===== config.mk =====
export PLATFORM = sky130hd
export DESIGN_NAME = resp_rx
export DESIGN_NICKNAME = d
export VERILOG_FILES = /design/src/rtl/resp_rx.sv
export SDC_FILE = /design/constraint.sdc
export NUM_CORES = 1
export LEC_CHECK = 0
export BUFFER_PORTS_ARGS = -buffer_cell sky130_fd_sc_hd__buf_2
export CAP_MARGIN = 10
export CELL_PAD_IN_SITES_DETAIL_PLACEMENT = 0
export CELL_PAD_IN_SITES_GLOBAL_PLACEMENT = 1
export CORE_MARGIN = 3
export CORE_UTILIZATION = 43
export DETAILED_ROUTE_END_ITERATION = 10
export GPL_ROUTABILITY_DRIVEN = 0
export PLACE_DENSITY_LB_ADDON = 0.1
export SKIP_LAST_GASP = 1
export SLEW_MARGIN = 0
export SYNTH_ARGS = -nofsm -noshare
export SYNTH_HDL_FRONTEND = slang
export SYNTH_SLANG_ARGS = --single-unit

===== constraint.sdc =====
create_clock -name clk -period 2.7 [get_ports clk]
set_clock_uncertainty 0.2 [all_clocks]
set_input_delay 0.405 -clock clk [delete_from_list [all_inputs] [get_ports clk]]
set_output_delay 0.405 -clock clk [all_outputs]
set_load 0.01 [all_outputs]

===== src/rtl/resp_rx.sv =====
module resp_rx #(
  parameter int MAX_BYTES = 4,
  parameter int TIMEOUT = 1000,
  parameter logic [3:0] CRC_POLY = 4'h3,
  localparam int DW = 8 * MAX_BYTES,
  localparam int BYW = $clog2(MAX_BYTES + 1)
) (
  input  logic          clk,
  input  logic          rst_n,
  input  logic          start,
  input  logic [BYW-1:0] exp_bytes,
  input  logic          sdat_n,
  output logic          sclk,
  output logic          dat_release,
  output logic          busy,
  output logic          done,
  output logic [1:0]    resp_id,
  output logic [1:0]    resp_tag,
  output logic [DW-1:0] rdata,
  output logic [1:0]    status
);
  localparam int TW = $clog2(TIMEOUT + 1);
  localparam int BITW = $clog2(DW + 1);
  localparam int CNTW = (TW > BITW) ? TW : BITW;

  typedef enum logic [2:0] {S_IDLE, S_HUNT, S_HDR, S_DATA, S_CRC} st_t;

  st_t            st;
  logic           ph;
  logic [CNTW-1:0] cnt;
  logic [BITW-1:0] nbits;
  logic [3:0]     hdr, crc;
  logic [BYW-1:0] nb_c;

  wire       bit_in = ~sdat_n;
  wire       samp = (st != S_IDLE) && ph;
  wire [3:0] hdr_nxt = {hdr[2:0], bit_in};
  wire [3:0] crc_nxt = {crc[2:0], 1'b0} ^ ({4{crc[3] ^ bit_in}} & CRC_POLY);

  assign nb_c = (exp_bytes > BYW'(MAX_BYTES)) ? BYW'(MAX_BYTES) : exp_bytes;
  assign busy = (st != S_IDLE);
  assign sclk = !busy || ph;
  assign dat_release = busy;

  always_ff @(posedge clk or negedge rst_n) begin
    if (!rst_n) begin
      st       <= S_IDLE;
      ph       <= 1'b0;
      cnt      <= '0;
      nbits    <= '0;
      hdr      <= '0;
      crc      <= '0;
      done     <= 1'b0;
      status   <= 2'd0;
      resp_id  <= 2'd0;
      resp_tag <= 2'd0;
      rdata    <= '0;
    end else begin
      done <= 1'b0;
      if (st == S_IDLE) begin
        if (start) begin
          st    <= S_HUNT;
          ph    <= 1'b0;
          cnt   <= '0;
          hdr   <= '0;
          crc   <= '0;
          rdata <= '0;
          nbits <= BITW'({nb_c, 3'b000});
        end
      end else begin
        ph <= ~ph;
        if (samp) begin
          case (st)
            S_HUNT: begin
              if (bit_in) begin
                st  <= S_HDR;
                cnt <= '0;
                crc <= crc_nxt;
              end else if (cnt == CNTW'(TIMEOUT - 1)) begin
                st       <= S_IDLE;
                done     <= 1'b1;
                status   <= 2'd1;
                resp_id  <= 2'd0;
                resp_tag <= 2'd0;
                rdata    <= '0;
              end else begin
                cnt <= cnt + 1'b1;
              end
            end
            S_HDR: begin
              hdr <= hdr_nxt;
              crc <= crc_nxt;
              if (cnt == CNTW'(3)) begin
                cnt <= '0;
                st  <= (hdr_nxt[1:0] == 2'd0 && nbits != '0) ? S_DATA : S_CRC;
              end else begin
                cnt <= cnt + 1'b1;
              end
            end
            S_DATA: begin
              rdata <= {rdata[DW-2:0], bit_in};
              crc   <= crc_nxt;
              if (cnt == CNTW'(nbits) - CNTW'(1)) begin
                cnt <= '0;
                st  <= S_CRC;
              end else begin
                cnt <= cnt + 1'b1;
              end
            end
            S_CRC: begin
              crc <= crc_nxt;
              if (cnt == CNTW'(3)) begin
                st       <= S_IDLE;
                done     <= 1'b1;
                status   <= (crc_nxt != 4'd0) ? 2'd2 : 2'd0;
                resp_id  <= hdr[3:2];
                resp_tag <= hdr[1:0];
              end else begin
                cnt <= cnt + 1'b1;
              end
            end
            default: st <= S_IDLE;
          endcase
        end
      end
    end
  end
endmodule


==> results_dict.tcl, run 1 <==
set metrics [dict create \
    finalSetupViolCount 0 \
    die_height_um 93.6 \
    root_buffer "clkbuf_8" \
    cts_tree "done" \
    portBuffers 48 \
    final_core_util_pct 51.6 \
    ctsResizeCount 0 \
    reg2reg_slack_ns 0.18 \
    tns_ns 0 \
    rsz0062_at_grt "no" \
    fin_area_um2 3800 \
    layout_commonest_cell "nand2_1" \
    drc 0 \
    total_power_mw 3.77 \
    num_rows 31 \
    clk_latency_ns 0.35 \
    worstSetupPathType "reg -> reg" \
    hp-class "in -> async" \
    cts_buffer_depth 2 \
    fp.dieArea_um2 8770 \
    worst_pin_slew_ns 0.818 \
    synthesis.area_um2 3300 \
    max_cap_viol_count 0 \
    regToRegStartpoint "cnt[0]" \
    cts_hold_buf 0 \
    core_um2 7370 \
    seq_area_frac_synth_pct 48.5 \
    die_w_um 93.6 \
    h-tree-depth 3 \
    antenna_found_initial 0 \
    r2r-end "cnt[8]" \
    avgSynthCellArea_um2 9.12 \
    drt_iter0_drc 99 \
    max_freq_mhz 397 \
    layout_common_cells "nand2_1, dfrtp_1, buf_2" \
    dp.cells 498 \
    io_pins 49 \
    fin_crit_ns 2.52 \
    syn2layout_area_growth_pct 15.2 \
    yosys_warnings 0 \
    relSlewSlack_pct 45.4 \
    finalCritPeriodShare_pct 93.3 \
    synth_fp_nets 373 \
    outcome "finished, final reports clean" \
    final_cells 514 \
    power_density_nw_per_um2 992 \
    p_leak_nw 1.72 \
    cp-end-kind "flop" \
    firstDrtPassIters 4 \
    cp-start-kind "flop" \
    synth_enable_flop_cells 0 \
    clock_sinks 64 \
    ys_seq_elements 64 \
    wirelength_mm 6.88 \
    synthFlopType "dfrtp_1" \
    slew_violations 0 \
    first_global_vias 2437 \
    ir_drop_v 0.000529 \
    hold_violations 0 \
    post_dp_cell_area_um2 3640 \
    cts_buffers 9 \
    grt_max_degree 65 \
    r2r_cells 6 \
    overflow 0 \
    synthCells 362 \
    cp_max_fo 12 \
    synth.distinct_cells 60 \
    required_ns 2.76 \
    avgViaCountPerCell 5.14 \
    wl_per_cell_um 13.4 \
    gr-usage-all-layers_pct 17.0 \
    cts_setup_buffers 0 \
    hpwl_mm 4.70 \
    arrival_ns 2.58 \
    vias 2644 \
    num-nets-final 421 \
    detail-route-antenna-nets 0 \
    cts.reportedPaths.clkPinSlew_ns 0.08 \
    antenna_cells 0 \
    grt_pass1_wl_mm 11.7 \
    ys_async_sr_fraction_pct 100 \
    start_util_pct 44.8 \
    drive_gt1_share_pct 23.9 \
]
per-layer routing:
layer  part of all wire (%)  up-vias  wire length [um]  track usage [%]
met2                     44       61              3050             25.9
met1                     49     1227              3360             22.6
met3                    5.3       10               365             4.91
met4                    1.5        0               100             6.74
met5                      0        -                 0                0
li1                       -     1346                 -                -
layout make-up:
class | instances | area (um2)
Multi-Input combinational cell | 264 | 1520
Tap cell | 99 | 124
Sequential cell | 64 | 1600
Fill cell | 738 | 3570
Inverter | 9 | 33.8
Clock inverter | 6 | 36.3
Timing Repair Buffer | 62 | 358
Clock buffer | 10 | 128
metrics by stage:
| step | worst slack (ns) | hold WS [ns] |
|---|---|---|
| 4_1_cts | 0.190 | 0.0669 |
| 3_5_place_dp | 0.202 | 0.262 |
| 2_1_floorplan | 0.405 | -0.0906 |
| 5_1_grt | 0.0574 | 0.0935 |
| 6_report | 0.182 | 0.0308 |
| 3_3_place_gp | 0.234 | 0.253 |
flip-flops by register name, summed over array words and instances (netlist names):
signal	cells
rdata	32
cnt	10
crc	4
hdr	4
nbits	3
st	3
resp_id	2
resp_tag	2
status	2
done	1
ph	1
cell families (layout without fill, tap and decap cells):
logic type | after synthesis | in the layout | share of synthesized area [%]
and+or+nand+nor | 163 | 163 | 24.2
xor gates and xnor gates | 5 | 5 | 1.55
DFF | 64 | 64 | 48.5
muxes | 5 | 5 | 1.74
buffers and inverters | 34 | 87 | 5.45
adders and majority gates | 4 | 4 | 1.52
AOI/OAI and AO/OA | 87 | 87 | 17.1
synthesized netlist by cell type, types with 2 or more instances:
library cell,n,area (um2)
inv_1,9,33.8
o2111ai_1,2,17.5
nand3_1,6,30.0
or3b_2,2,17.5
mux2i_1,2,20.0
o311ai_1,2,17.5
or3_1,3,18.8
nor3_1,4,20.0
nand2_1,108,405
xor2_1,2,17.5
nand2b_1,3,18.8
nor2_1,10,37.5
o21ai_0,20,100
o31ai_1,3,22.5
a21oi_1,2,10.0
o21ai_1,33,165
buf_6,4,45.0
ha_1,4,50.1
mux2_2,2,22.5
dfrtp_1,64,1600
nor4_1,2,12.5
or4b_1,2,20.0
nand3b_1,3,22.5
or2_2,2,12.5
a21o_1,2,15.0
xnor2_1,2,17.5
buf_4,2,15.0
o21a_1,2,15.0
o211ai_1,12,90.1
buf_2,12,60.1
clkbuf_1,7,26.3
worst max-delay path by stage:
stage                     cells after the start  slack, ns  startpoint      to
after global placement                        5       0.23      cnt[7]   st[2]
after detailed placement                      5       0.20      cnt[7]  cnt[8]
after global routing                          7       0.06       st[2]  cnt[6]
after floorplan                               6       0.40      cnt[8]   st[2]
final                                         6       0.18      cnt[0]  cnt[8]
after CTS                                     6       0.19      cnt[0]  cnt[8]
worst max-delay path, stage by stage, from the launching register on:
cell and delay (ns):
dfrtp_1 0.41, ha_1 0.27, or4b_1 0.28, nor4_2 0.07
or3_1 0.57, or3_2 0.48, o211ai_1 0.16
where the power goes:
group	internal, mW	total, mW	switching (mW)
clock network	0.328	0.710	0.382
registers	1.14	1.38	0.237
logic	0.653	1.68	1.03
total	2.13	3.77	1.65
Power figures use the tool's default switching activity.
==> run 2: changes to the inputs <==
- MAX_ROUTING_LAYER: not set -> met4
==> run 2 against run 1 <==
Compared with the run above: critical path depth shrank 1; sequential power is essentially flat; first-iteration DRC count grew 20%; critical endpoint unchanged; cell count is the same; utilization is the same; clock-buffer cell count is the same; die area is the same; setup slack lost 0.0017 ns; via count shrank 0.11%; sequential share of layout area is the same.
==> results_dict.tcl, run 2 (synthesis results as in run 1) <==
set metrics [dict create \
    outcome "finished, final reports clean" \
    drive_gt1_share_pct 23.9 \
    required_ns 2.71 \
    root_buffer "clkbuf_8" \
    finalSetupViolCount 0 \
    m1WireLength_mm 3.35 \
    first_global_vias 2432 \
    cts_tree "done" \
    post_dp_cell_area_um2 3640 \
    avgViaCountPerCell 5.14 \
    clock_sinks 64 \
    hpwl_mm 4.70 \
    clk_latency_ns 0.34 \
    grt_max_degree 65 \
    grt_pass1_wl_mm 11.7 \
    wl_met2_mm 3.03 \
    hold_violations 0 \
    num-nets-final 421 \
    path_cells "or4_1 -> nor4_2 -> or3_1 -> or3_2 -> o211ai_1" \
    detail-route-antenna-nets 0 \
    cp-endpoint "cnt[8]" \
    top_layer_used "met4" \
    core_um2 7370 \
    cts_buffers 9 \
    num_rows 31 \
    clock_power_share_pct 18.7 \
    wirelength_mm 6.86 \
    p_leak_nw 1.72 \
    r2r_cells 5 \
    portBuffers 48 \
    layout_common_cells "nand2_1, dfrtp_1, buf_2" \
    cts_hold_buf 0 \
    rsz0062_at_grt "no" \
    r2r-end "cnt[8]" \
    crit_slowest_cell "or4_1" \
    cp_max_fo 12 \
    cp-end-kind "flop" \
    firstDrtPassIters 4 \
    combPwrFrac_pct 44.6 \
    fp.dieArea_um2 8770 \
    p_seq_share_pct 36.7 \
    start_util_pct 44.8 \
    cts_buffer_depth 2 \
    met3_length_um 389 \
    fin_crit_ns 2.52 \
    reg2reg_slack_ns 0.18 \
    tns_ns 0 \
    vias 2641 \
    drt_iter0_drc 119 \
    cts.reportedPaths.clkPinSlew_ns 0.07 \
    max_freq_mhz 397 \
    largest_reg_flops 32 \
    gr-usage-all-layers_pct 17.4 \
    ctsResizeCount 0 \
    worstSetupPathType "reg -> reg" \
    final_core_util_pct 51.6 \
    fin_area_um2 3800 \
    cp_num_cells 5 \
    antenna_cells 0 \
    drc 0 \
    syn2layout_area_growth_pct 15.2 \
    startpoint "cnt[7]" \
    layout_commonest_cell "nand2_1" \
    finalCritPeriodShare_pct 93.3 \
    worst_pin_slew_ns 0.817 \
    cp.buffers_inverters 0 \
    max_cap_viol_count 0 \
    switching_share_pct 43.6 \
    regToRegStartpoint "cnt[7]" \
    ir_drop_v 0.000531 \
    io_pins 49 \
    power_density_nw_per_um2 991 \
    dp.cells 498 \
    cp-start-kind "flop" \
    regMostFlops "rdata" \
    antenna_found_initial 0 \
    die_height_um 93.6 \
    cts_setup_buffers 0 \
    intPower_mw 2.13 \
    final_cells 514 \
    cp_top_family "simple AND/OR/NAND/NOR gates" \
    h-tree-depth 3 \
    power_switching_mw 1.65 \
    reg.largest.list "rdata x32, cnt x10" \
    die_w_um 93.6 \
    cp_slowest_stage_delay_ns 0.70 \
    overflow 0 \
    hp-class "in -> async" \
    fillers 738 \
    wl_per_cell_um 13.3 \
    relSlewSlack_pct 45.5 \
    slew_violations 0 \
    arrival_ns 2.53 \
]
run 2: routing by layer:
layer  GRT usage, %  up-vias
li1               -     1344
met1           22.6     1224
met2           25.9       64
met3           4.91        9
met4           6.38        0
met5              -        -
run 2: how the worst min path moves through the flow:
stage	start	endpoint	slack [ns]	depth (start not counted)
2_1_floorplan	rst_n	cnt[0]	-0.09	0
3_3_place_gp	status[1]	status[1]	0.25	1
3_5_place_dp	status[1]	status[1]	0.26	1
4_1_cts	rst_n	rdata[28]	0.07	2
5_1_grt	rst_n	rdata[28]	0.1	2
6_report	rst_n	rdata[28]	0.04	2
run 2: final cells by class:
type / count / area [um2] / area share [%]
Clock inverter: 6 / 36.3 / 0.954
Sequential cell: 64 / 1600 / 42.1
Timing Repair Buffer: 62 / 358 / 9.41
Clock buffer: 10 / 128 / 3.36
Tap cell: 99 / 124 / 3.26
Multi-Input combinational cell: 264 / 1520 / 40.0
Inverter: 9 / 33.8 / 0.888
run 2: power groups by stage:
stage	Sequential, mW	Combinational, mW	Clock, mW
2_1_floorplan	1.30	1.40	0
3_3_place_gp	1.39	1.68	0
3_5_place_dp	1.40	1.69	0
4_1_cts	1.38	1.69	0.731
5_1_grt	1.42	1.89	0.774
6_report	1.38	1.68	0.705
run 2: metrics by stage:
stage / hold slack, ns / power (mW) / worst slack [ns]
2_1_floorplan: -0.0906 / 2.69 / 0.405
3_3_place_gp: 0.253 / 3.07 / 0.234
3_5_place_dp: 0.262 / 3.09 / 0.202
4_1_cts: 0.0669 / 3.80 / 0.190
5_1_grt: 0.0953 / 4.09 / 0.0577
6_report: 0.0438 / 3.77 / 0.180
